### src/rtl/clb_pkg.sv
package clb_pkg;
    typedef enum logic [1:0] {
        ST_EMPTY  = 2'd0,
        ST_SHIFT  = 2'd1,
        ST_ACTIVE = 2'd2
    } cfg_state_e;

    typedef struct packed {
        logic ram_mode;
        logic sr_val;
        logic ce_use;
        logic y_reg;
        logic x_reg;
        logic y_sel;
        logic x_sel;
    } cell_mode_t;

    localparam int MODE_W = $bits(cell_mode_t);
    localparam int H_K    = 3;
    localparam int H_N    = 1 << H_K;
endpackage

### src/rtl/clb_lut.sv
module clb_lut #(
    parameter int K = 4
) (
    input  logic [(1<<K)-1:0] table_bits,
    input  logic [K-1:0]      sel,
    output logic              o
);
    assign o = table_bits[sel];
endmodule

### src/rtl/clb_outff.sv
module clb_outff (
    input  logic clk,
    input  logic rst_n,
    input  logic run,
    input  logic ce_use,
    input  logic ce,
    input  logic sr,
    input  logic sr_val,
    input  logic use_reg,
    input  logic d,
    output logic o
);
    logic q;

    always_ff @(posedge clk or negedge rst_n) begin
        if (!rst_n) begin
            q <= 1'b0;
        end else if (run && (sr || !ce_use || ce)) begin
            q <= sr ? sr_val : d;
        end
    end

    assign o = use_reg ? q : d;
endmodule

### src/rtl/clb_cfg_ctrl.sv
module clb_cfg_ctrl
    import clb_pkg::*;
#(
    parameter int K = 4
) (
    input  logic             clk,
    input  logic             rst_n,
    input  logic             cfg_en,
    input  logic             cfg_din,
    input  logic             we,
    input  logic [1:0]       wdata,
    input  logic [K-1:0]     waddr,
    output logic [(1<<K)-1:0] f_tab,
    output logic [(1<<K)-1:0] g_tab,
    output logic [H_N-1:0]   h_tab,
    output cell_mode_t       mode,
    output logic             ready
);
    localparam int LUT_N = 1 << K;
    localparam int CFG_W = 2 * LUT_N + H_N + MODE_W;
    localparam int CNT_W = $clog2(CFG_W + 1);
    localparam int IDX_W = $clog2(CFG_W);

    cfg_state_e         state_q, state_d;
    logic [CNT_W-1:0]   cnt_q, cnt_d;
    logic [CFG_W-1:0]   cfg_q;
    logic [IDX_W-1:0]   f_idx, g_idx;
    logic               wr_ok;

    assign f_tab = cfg_q[LUT_N-1:0];
    assign g_tab = cfg_q[2*LUT_N-1:LUT_N];
    assign h_tab = cfg_q[2*LUT_N+H_N-1:2*LUT_N];
    assign mode  = cfg_q[CFG_W-1:CFG_W-MODE_W];

    always_ff @(posedge clk or negedge rst_n) begin
        if (!rst_n) begin
            state_q <= ST_EMPTY;
            cnt_q   <= '0;
        end else begin
            state_q <= state_d;
            cnt_q   <= cnt_d;
        end
    end

    always_comb begin
        state_d = state_q;
        cnt_d   = cnt_q;
        ready   = 1'b0;
        unique case (state_q)
            ST_EMPTY: begin
                if (cfg_en) begin
                    state_d = ST_SHIFT;
                    cnt_d   = CNT_W'(1);
                end
            end
            ST_SHIFT: begin
                if (cfg_en) begin
                    if (cnt_q != CNT_W'(CFG_W)) cnt_d = cnt_q + CNT_W'(1);
                end else if (cnt_q == CNT_W'(CFG_W)) begin
                    state_d = ST_ACTIVE;
                end else begin
                    state_d = ST_EMPTY;
                end
            end
            ST_ACTIVE: begin
                ready = 1'b1;
                if (cfg_en) begin
                    state_d = ST_SHIFT;
                    cnt_d   = CNT_W'(1);
                end
            end
            default: state_d = ST_EMPTY;
        endcase
    end

    assign f_idx = IDX_W'(waddr);
    assign g_idx = IDX_W'(LUT_N) + IDX_W'(waddr);
    assign wr_ok = (state_q == ST_ACTIVE) && !cfg_en && mode.ram_mode && we;

    always_ff @(posedge clk or negedge rst_n) begin
        if (!rst_n) begin
            cfg_q <= '0;
        end else if (cfg_en) begin
            cfg_q <= {cfg_q[CFG_W-2:0], cfg_din};
        end else if (wr_ok) begin
            cfg_q[f_idx] <= wdata[0];
            cfg_q[g_idx] <= wdata[1];
        end
    end
endmodule

### src/rtl/clb_cell.sv
module clb_cell
    import clb_pkg::*;
#(
    parameter int K = 4
) (
    input  logic         clk,
    input  logic         rst_n,
    input  logic         cfg_en,
    input  logic         cfg_din,
    input  logic [K-1:0] f_in,
    input  logic [K-1:0] g_in,
    input  logic         h_in,
    input  logic         ce,
    input  logic         sr,
    input  logic         we,
    input  logic [1:0]   wdata,
    output logic         x_out,
    output logic         y_out,
    output logic         ready
);
    localparam int LUT_N = 1 << K;

    logic [LUT_N-1:0] f_tab_w, g_tab_w;
    logic [H_N-1:0]   h_tab_w;
    cell_mode_t       mode_w;
    logic             f_o, g_o, h_o;
    logic             x_d, y_d, x_o, y_o;

    clb_cfg_ctrl #(.K(K)) u_ctrl (
        .clk(clk), .rst_n(rst_n), .cfg_en(cfg_en), .cfg_din(cfg_din),
        .we(we), .wdata(wdata), .waddr(f_in),
        .f_tab(f_tab_w), .g_tab(g_tab_w), .h_tab(h_tab_w),
        .mode(mode_w), .ready(ready)
    );

    clb_lut #(.K(K))   u_f (.table_bits(f_tab_w), .sel(f_in), .o(f_o));
    clb_lut #(.K(K))   u_g (.table_bits(g_tab_w), .sel(g_in), .o(g_o));
    clb_lut #(.K(H_K)) u_h (.table_bits(h_tab_w), .sel({h_in, g_o, f_o}), .o(h_o));

    assign x_d = mode_w.x_sel ? h_o : f_o;
    assign y_d = mode_w.y_sel ? h_o : g_o;

    clb_outff u_xff (
        .clk(clk), .rst_n(rst_n), .run(ready), .ce_use(mode_w.ce_use),
        .ce(ce), .sr(sr), .sr_val(mode_w.sr_val), .use_reg(mode_w.x_reg),
        .d(x_d), .o(x_o)
    );
    clb_outff u_yff (
        .clk(clk), .rst_n(rst_n), .run(ready), .ce_use(mode_w.ce_use),
        .ce(ce), .sr(sr), .sr_val(mode_w.sr_val), .use_reg(mode_w.y_reg),
        .d(y_d), .o(y_o)
    );

    assign x_out = ready & x_o;
    assign y_out = ready & y_o;
endmodule

### config.mk
export PLATFORM = sky130hd
export DESIGN_NAME = clb_cell
export DESIGN_NICKNAME = d
export VERILOG_FILES = /design/src/rtl/clb_pkg.sv /design/src/rtl/clb_lut.sv /design/src/rtl/clb_outff.sv /design/src/rtl/clb_cfg_ctrl.sv /design/src/rtl/clb_cell.sv
export SDC_FILE = /design/constraint.sdc
export NUM_CORES = 1
export LEC_CHECK = 0
export BUFFER_PORTS_ARGS = -buffer_cell sky130_fd_sc_hd__buf_2
export CAP_MARGIN = 30
export CORE_MARGIN = 4
export CORE_UTILIZATION = 52
export DETAILED_ROUTE_END_ITERATION = 16
export PLACE_DENSITY = 0.69
export SYNTH_ARGS = -nofsm -noshare
export SYNTH_HDL_FRONTEND = slang
export SYNTH_SLANG_ARGS = --single-unit
### constraint.sdc
create_clock -name clk -period 6.1 [get_ports clk]
set_clock_uncertainty 0.1 [all_clocks]
set_input_delay 0 -clock clk [delete_from_list [all_inputs] [get_ports clk]]
set_output_delay 0 -clock clk [all_outputs]
set_load 0.01 [all_outputs]
; After elaboration in Yosys (flattened, before gate mapping)
; Cells that the tools add are included.
; W data, S select, Z words.
[word_totals]
register_bits = 57
[op_classes]
bitwise = 2
n_reduce_logical = 16
n_lt_le_gt_ge = 7
add_sub_neg = 2
mux = 29
n_eq_ne = 8
[op_table]
columns = op, count
row1 = $bwmux W47, 2
row2 = $mux W47, 2
row3 = $mux W6, 3
row4 = $mux W1, 12
row5 = $pmux W6 S2, 1
row6 = $lt A4 B5 Y1 const B, 2
row7 = $bmux W1 S4, 2
row8 = $lt A4 B7 Y1 const B, 1
row9 = $lt A6 B7 Y1 const B, 1
row10 = $add A5 B4 Y6 const A, 1
row11 = $add A6 B1 Y6 const B, 1
row12 = $demux W1 S6, 1
row13 = $eq A6 B6 Y1 const B, 1
row14 = $ge A6 B1 Y1 const B, 1
row15 = $logic_and A1 B1 Y1, 6
row16 = $mux W2, 3
row17 = $ne A6 B6 Y1 const B, 1
row18 = $demux W1 S4, 1
row19 = $ge A4 B1 Y1 const B, 1
row20 = $lt A3 B4 Y1 const B, 1
row21 = $ne A2 B1 Y1 const B, 2
row22 = $ne A2 B2 Y1 const B, 2
row23 = $pmux W2 S2, 1
row24 = $reduce_and A4 Y1, 1
row25 = 10 further kinds, 14

; Logic depth before layout (Yosys ltp)
; Gate-level depths: netlist (run 1).
[depth]
ltp_word = 8
mapped_depth = 8
ltp_nobuf = 7

; By module
; From an unflattened synthesis (run 1), not the netlist that was laid out.
[hier_totals]
cells_unflattened = 271
area_unflattened_um2 = 3204.3
[by_module_without_submodules]
columns = module, seq_area_each_um2, area_each_um2, cells_each, n_inst
row1 = clb_cfg_ctrl, 1376.3, 2676.3, 238, 1
row2 = clb_lut at u_f ..., 0.0, 135.1, 7, 2
row3 = clb_outff, 25.0, 77.6, 6, 2
row4 = clb_lut at u_h, 0.0, 63.8, 3, 1
row5 = clb_cell, 0.0, 38.8, 4, 1

; Worst setup path after synthesis (run 1)
; No wires, ideal clock.
[synth_path]
path_type = register to output
startpoint = reg u_ctrl.cfg_q[15]
endpoint = out x_out
required_ps = 6000
setup_slack_ps = 3981
path_stages_with_launch = 7
arrival_time_ps = 2019
cell_sequence = dfrtp_1 -> mux4_2 -> mux4_2 -> a21o_1 -> a21oi_2 -> o31ai_2 -> o31ai_2
[synth_between]
elab_chain_cells = 7
[synth_lines]
columns = item, line_no
row1 = from (decl), clb_cfg_ctrl.sv:26  ; logic [CFG_W-1:0] cfg_q;
row2 = from (signal assigned), clb_cfg_ctrl.sv:84  ; cfg_q <= {cfg_q[CFG_W-2:0], cfg_din};
row3 = "from (signal, indexed assignment)", clb_cfg_ctrl.sv:86  ; cfg_q[f_idx] <= wdata[0];
row4 = "from (signal, indexed assignment)", clb_cfg_ctrl.sv:87  ; cfg_q[g_idx] <= wdata[1];
row5 = $bmux W1 S4 *, clb_lut.sv:8  ; assign o = table_bits[sel];
row6 = $mux W1 (not written as such) *, clb_lut.sv:8
row7 = $bmux W1 S3, clb_lut.sv:8
row8 = $mux W1 (not written as such), clb_lut.sv:8
row9 = $mux W1 *, clb_cell.sv:40  ; assign x_d = mode_w.x_sel ? h_o : f_o;
row10 = $mux W1 *, clb_outff.sv:23  ; assign o = use_reg ? q : d;
row11 = $and A1 B1 Y1 *, clb_cell.sv:54  ; assign x_out = ready & x_o;
row12 = to (decl), clb_cell.sv:17  ; output logic x_out,
; Mark *: on every way between the ends. The rest lies on a longest branch, timed or not. The select of a mux whose other input is x is not followed.

; Final worst setup path (run 1)
[layout_path]
startpoint = reg u_ctrl.cfg_q[7]
endpoint = out x_out
; The elaborated chain is that of the path after synthesis.

==> out/qor.yml, run 1 <==
grt:
  grt_usage_pct: 19.0
  antenna_found_initial: 0
  grt_pass1_vias: 2142
  grt_max_degree: 85
  grt_first_pass_wirelength_um: 10600
  grt_overflow: 0
pwr:
  p_leak_nw: 1.52
  vdd_drop_max_v: 0.000146
  power.total_mw: 0.939
  p_per_area_nw_per_um2: 277
placement:
  port_buffers: 20
  place_hpwl_um: 4310
  gp_congestion: 0.822
  placed_area_um2: 3160
cts:
  clockBufferDepth: 2
  clock_sinks: 57
  cts_resized: 0
  clk_pin_slew_ns: 0.07
  cts_tree: "done"
  clock_tree.root_cell: "clkbuf_8"
  h-tree-depth: 3
  clk_latency_ns: 0.34
  numCtsBuffers: 9
floorplanning:
  rows: 27
  start_util_pct: 54.1
  num_io_pins: 21
  dieArea_um2: 7090
  die_h_um: 84.2
  die_w_um: 84.2
  core_um2: 5570
setup_path:
  startpoint_type: "register"
  crit_arrival_ns: 2.59
  crit_required_ns: 6.00
  critPathCaptureType: "primary output"
  critPathKind: "reg -> out"
  worstPathMaxFanout: 5
  ff2ff_setup_slack_ns: 3.81
synth:
  syn_nets: 310
  synth-main-ff-cell: "dfrtp_1"
  synth-seq-area-share_pct: 47.3
  synth_area_um2: 3020
  synth.avg_cell_area_um2: 10.4
  yosys_warnings: 0
  synth-edff-count: 0
  postSynthCellCount: 291
  synth-seq-cells: 57
  async_flop_share_pct: 100
  synth_cell_types: 36
cells_and_area:
  nets: 332
  drive_gt1_share_pct: 20.1
  area_delta_synth_final_pct: 12.5
  fin_util_pct: 60.9
  n_antenna_cell: 0
  fin_area_um2: 3400
timing:
  setup_viol: 0
  slew_headroom_pct: 48.7
  worst-slew-pin-transition_ns: 0.769
  fin_crit_ns: 2.69
  holdWs_ns: 0.0267
  fmax_mhz: 372
  finalCritPeriodShare_pct: 44.0
  final.setup.tns_ns: 0
  rsz0062_at_grt: "no"
  finalMaxSlewViolations: 0
  hold_violations: 0
drt:
  dr_wl_met3_um: 258
  num_vias: 2165
  first_pass_iters: 4
  wl_met1_um: 2950
  drc_errors: 0
  routed_via_density: 5.55
  met2WireLength_um: 2910
  final_antenna_net_count: 0
  drtIter0Drc: 123
  maxUsedRoutingLayer: "met4"
  wl_um: 6200
  wl_per_cell_um: 15.9
flow_run:
  max-cap-violations: 0
run_status:
  outcome: "complete, no violations"
worst_hold_path:
  hold_class: "in -> reg"
report_power, final:
part	switching (mW)	total (mW)	internal [mW]	leakage, nW
clock	0.151	0.378	0.228	0.106
sequential	0.0307	0.446	0.416	0.773
combinational	0.0602	0.115	0.0546	0.641
total	0.241	0.939	0.698	1.52
layer usage:
| metal | track usage [%] | vias to the layer above |
|---|---|---|
| met4 | 7.46 | 0 |
| met3 | 4.51 | 10 |
| li1 | - | 1080 |
| met2 | 28.8 | 40 |
| met1 | 26.7 | 1035 |
| met5 | 0 | - |
cell usage in the layout (no fill, tap or decap), drive strengths merged, types with 2 or more instances in the layout:
master / synthesis / final
clkinv: 0 / 3
nand3: 6 / 6
nand2: 48 / 48
mux2: 13 / 13
a31oi: 2 / 2
a21oi: 5 / 5
buf: 3 / 22
nor2b: 4 / 4
bufinv: 0 / 2
o21ai: 42 / 42
and2: 2 / 2
dlygate4sd3: 0 / 3
clkbuf: 11 / 10
nor3: 3 / 3
nor2: 16 / 16
a21boi: 3 / 3
dfrtp: 57 / 57
nand2b: 9 / 9
inv: 6 / 6
mux4: 9 / 9
a21o: 3 / 3
or3: 2 / 2
mux2i: 35 / 35
o31ai: 3 / 3
o211ai: 2 / 2
synth_stat cells (6+ instances only):
cell type	number	share of area, %
mux2_2	13	4.9
mux4_2	9	6.7
nand2_1	48	6.0
mux2i_1	35	12
nor2_1	16	2.0
inv_1	6	0.75
o21ai_1	8	1.3
clkbuf_1	11	1.4
nand2b_1	9	1.9
dfrtp_1	57	47
o21ai_0	33	5.5
nand3_1	6	1.0
critical path, stage by stage (launching register included):
cell,delay (ns)
dfrtp_1,0.39
mux4_2,0.49
mux4_2,0.54
a21o_1,0.20
a21boi_1,0.19
o31ai_2,0.10
o31ai_2,0.17
buf_2,0.16
area by class of cell:
type	instances	area (um^2)
flip-flops and latches	57	1430
multi-input cells	214	1500
inverters	6	22.5
fillers	474	2180
repair buffers	25	145
clock inverters	6	82.6
clock buffers	10	128
well taps	72	90.1
flip-flops by register name, indices dropped and copies added, names as in the netlist:
signal,cells
u_xff.q,1
u_yff.q,1
u_ctrl.cnt_q,6
u_ctrl.cfg_q,47
u_ctrl.state_q,2
cell families after synthesis:
| kind of cell | Yosys count | share of synthesized area (%) |
|---|---|---|
| xor gates and xnor gates | 1 | 0.290 |
| buffers and inverters | 20 | 2.98 |
| and+or+nand+nor | 94 | 13.9 |
| AOI/OAI and AO/OA | 61 | 11.9 |
| adders and majority gates | 1 | 0.415 |
| DFF | 57 | 47.3 |
| muxes | 57 | 23.2 |
worst paths after layout:
path,from,end,cells past startpoint
worst max-delay path,u_ctrl.cfg_q[7]$_DFFE_PN0P_,x_out,7
worst min-delay path,wdata[1],u_ctrl.cfg_q[30]$_DFFE_PN0P_,3
worst max register to register,u_ctrl.cfg_q[7]$_DFFE_PN0P_,u_xff.q$_DFFE_PN0P_,6
worst min register to register,u_ctrl.cfg_q[30]$_DFFE_PN0P_,u_ctrl.cfg_q[31]$_DFFE_PN0P_,2
max in group asynchronous,rst_n,u_ctrl.cfg_q[35]$_DFFE_PN0P_,3
min in group asynchronous,rst_n,u_ctrl.cnt_q[3]$_DFFE_PN0P_,3
repair_timing:
item | CTS | global route
endpoints found under the hold margin | 60 | 0
buffers inserted | 0 | 0
hold buffers | 3 | 0
stage by stage:
step	setup slack [ns]	instances
3_5_place_dp	3.76	371
4_1_cts	3.39	390
2_1_floorplan	3.98	291
3_3_place_gp	3.84	371
5_1_grt	3.25	390
6_report	3.41	390
(Power assumes the default switching activity.)
==> run 2: changes to the inputs <==
- PLACE_DENSITY: 0.69 -> 0.72
- clock period: 6.1 -> 2.2 ns (I/O delays scaled with it)
==> out/qor.yml, run 2 (synthesis gave the netlist of run 1 again) <==
setup_path:
  ff2ff_path_depth: 8  # was 6
  cpLargestDelayFamily: "multiplexers"  # unchanged
  critPathCaptureType: "primary output"  # unchanged
  cp_num_cells: 7  # unchanged
  cpMaxStageDelayCell: "mux4_2"  # unchanged
  crit_arrival_ns: 2.51  # was 2.59 ns
  critPathBufInv: 1  # unchanged
  critPathKind: "reg -> out"  # unchanged
  startpoint_type: "register"  # unchanged
  worstPathMaxFanout: 5  # unchanged
  crit_required_ns: 2.10  # was 6.00 ns
  crit_chain: "mux4_2, mux4_2, a21o_1, a21boi_2, o31ai_2, o31ai_2, buf_2"  # was mux4_2, mux4_2, a21o_1, a21boi_1, o31ai_2, o31ai_2, buf_2
  ff2ff_setup_slack_ns: -0.09  # was 3.81 ns
  cpPeakStageDelay_ns: 0.54  # about the same
drt:
  num_vias: 2297  # was 2165
  routed_via_density: 5.52  # was 5.55
  drtIter0Drc: 165  # was 123
  wl_per_cell_um: 15.5  # was 15.9 um
  drc_errors: 0  # unchanged
  wl_um: 6450  # was 6200 um
  final_antenna_net_count: 0  # unchanged
  first_pass_iters: 5  # was 4
grt:
  grt_max_degree: 84  # was 85
  antenna_found_initial: 0  # unchanged
  grt_pass1_vias: 2360  # was 2142
  grt_overflow: 0  # unchanged
  grt_usage_pct: 20.1  # was 19.0%
  grt_first_pass_wirelength_um: 11200  # was 10600 um
cts:
  clock_sinks: 57  # unchanged
  clock_tree.root_cell: "clkbuf_8"  # unchanged
  clk_latency_ns: 0.34  # about the same
  h-tree-depth: 3  # unchanged
  clk_pin_slew_ns: 0.07  # about the same
  cts_tree: "done"  # unchanged
  clockBufferDepth: 2  # unchanged
  numCtsBuffers: 9  # unchanged
placement:
  port_buffers: 20  # unchanged
  placed_area_um2: 3320  # was 3160 um^2
  place_hpwl_um: 4450  # was 4310 um
  gp_congestion: 0.815  # was 0.822
pwr:
  p_per_area_nw_per_um2: 734  # was 277 nW/um^2
  swShare_pct: 27.4  # was 25.7%
  seqPwrFrac_pct: 46.4  # was 47.5%
  vdd_drop_max_v: 0.000433  # was 0.000146 V
  internal-power_mw: 1.92  # was 0.698 mW
  power_frac_comb_pct: 15.4  # was 12.2%
  p_clk_share_pct: 38.2  # was 40.3%
  p_leak_nw: 1.64  # was 1.52 nW
  p_switching_mw: 0.723  # was 0.241 mW
cells_and_area:
  top_regs: "u_ctrl.cfg_q (47), u_ctrl.cnt_q (6), u_ctrl.state_q (2)"  # unchanged
  final_common_cell: "dfrtp_1"  # unchanged
  largest_reg_flops: 47  # unchanged
  area_delta_synth_final_pct: 19.2  # was 12.5%
  n_antenna_cell: 0  # unchanged
  drive_gt1_share_pct: 26.5  # was 20.1%
  top_register: "u_ctrl.cfg_q"  # unchanged
  fin_util_pct: 64.5  # was 60.9%
  nets: 358  # was 332
  fin_area_um2: 3600  # was 3400 um^2
  mostFrequentLayoutCells: "dfrtp_1 (57), nand2_1 (48), mux2i_1 (35)"  # unchanged
timing:
  hold_violations: 0  # unchanged
  slew_headroom_pct: 49.5  # was 48.7%
  finalMaxSlewViolations: 0  # unchanged
  setup_viol: 4  # was 0
  worst-slew-pin-transition_ns: 0.758  # was 0.769 ns
  finalWorstSetupSlack_ns: -0.409  # was 3.41 ns
  rsz0062_at_grt: "yes"  # was no
  finalCritPeriodShare_pct: 119
  fmax_mhz: 383
  fin_crit_ns: 2.61
flow_run:
  max-cap-violations: 0  # unchanged
floorplanning:
  start_util_pct: 54.1  # unchanged
  die_h_um: 84.2  # unchanged
  dieArea_um2: 7090  # unchanged
  rows: 27  # unchanged
  die_w_um: 84.2  # unchanged
  num_io_pins: 21  # unchanged
  core_um2: 5570  # unchanged
run_status:
  violations: "negative setup slack"
  outcome: "finished, violations left"  # was complete, no violations
worst_hold_path:
  min_path_cells: 3  # unchanged
  hold_class: "in -> reg"  # unchanged
run 2: cell types whose count changed in the layout (fill, tap and decap cells not counted), sizes merged:
cell and delta:
buf +24, clkinv -2, clkinvlp +2, dlygate4sd3 +2, bufinv -1, inv +1
run 2: per-layer routing:
| layer | GRT usage, % | up-vias | routed length (um) |
|---|---|---|---|
| met5 | 0 | - | 0 |
| met4 | 5.70 | 0 | 59 |
| met3 | 6.18 | 9 | 326 |
| met2 | 32.0 | 52 | 3100 |
| met1 | 26.6 | 1107 | 2960 |
| li1 | - | 1129 | - |
run 2: cell type report:
class                   count  area [um^2]
fillers                   457         1980
clock inverters             6         66.3
repair buffers             51          345
clock buffers              10          138
flip-flops and latches     57         1430
inverters                   6         22.5
multi-input cells         214         1510
well taps                  72         90.1
run 2: metrics by stage:
stage                     total power [mW]  hold slack, ns  TNS [ns]  std cells  setup slack (ns)
after floorplan                       1.46          -0.396         0        291            0.0812
after global placement                1.62          -0.260   -0.0905        393           -0.0464
after detailed placement              1.64          -0.257    -0.161        393           -0.0925
after CTS                             2.66          0.0183    -0.970        416            -0.424
after global routing                  2.79          0.0323     -1.42        416            -0.535
final                                 2.64          0.0237    -0.926        416            -0.409
run 2: power by group through the flow:
stage	clock network (mW)	logic [mW]	registers [mW]
2_1_floorplan	0	0.233	1.23
3_3_place_gp	0	0.389	1.24
3_5_place_dp	0	0.395	1.24
4_1_cts	1.03	0.409	1.22
5_1_grt	1.10	0.456	1.24
6_report	1.01	0.406	1.23
run 2: final timing paths:
kind / start / endpoint
worst max-delay path: u_ctrl.cfg_q[1]$_DFFE_PN0P_ / x_out
worst max register to register: u_ctrl.cfg_q[1]$_DFFE_PN0P_ / u_yff.q$_DFFE_PN0P_
max in group asynchronous: rst_n / u_ctrl.cnt_q[0]$_DFFE_PN0P_
worst min-delay path: wdata[1] / u_ctrl.cfg_q[20]$_DFFE_PN0P_
worst min register to register: u_ctrl.cfg_q[29]$_DFFE_PN0P_ / u_ctrl.cfg_q[30]$_DFFE_PN0P_
min in group asynchronous: rst_n / u_ctrl.cfg_q[43]$_DFFE_PN0P_
run 2: tightest hold or removal path, delay by kind of cell:
| kind | cells | cell delay, ns |
|---|---|---|
| buf+inv | 1 | 0.19 |
| mux | 1 | 0.16 |
| compound gates | 1 | 0.07 |
run 2: what timing repair did:
item	4_1_cts	5_1_grt
buffers inserted	2	0
gates resized for setup	1	1
pin swaps	5	0
hold buffers	5	0
endpoints found under the setup margin	4	4
hold endpoints to repair	61	0
gates cloned	0	0
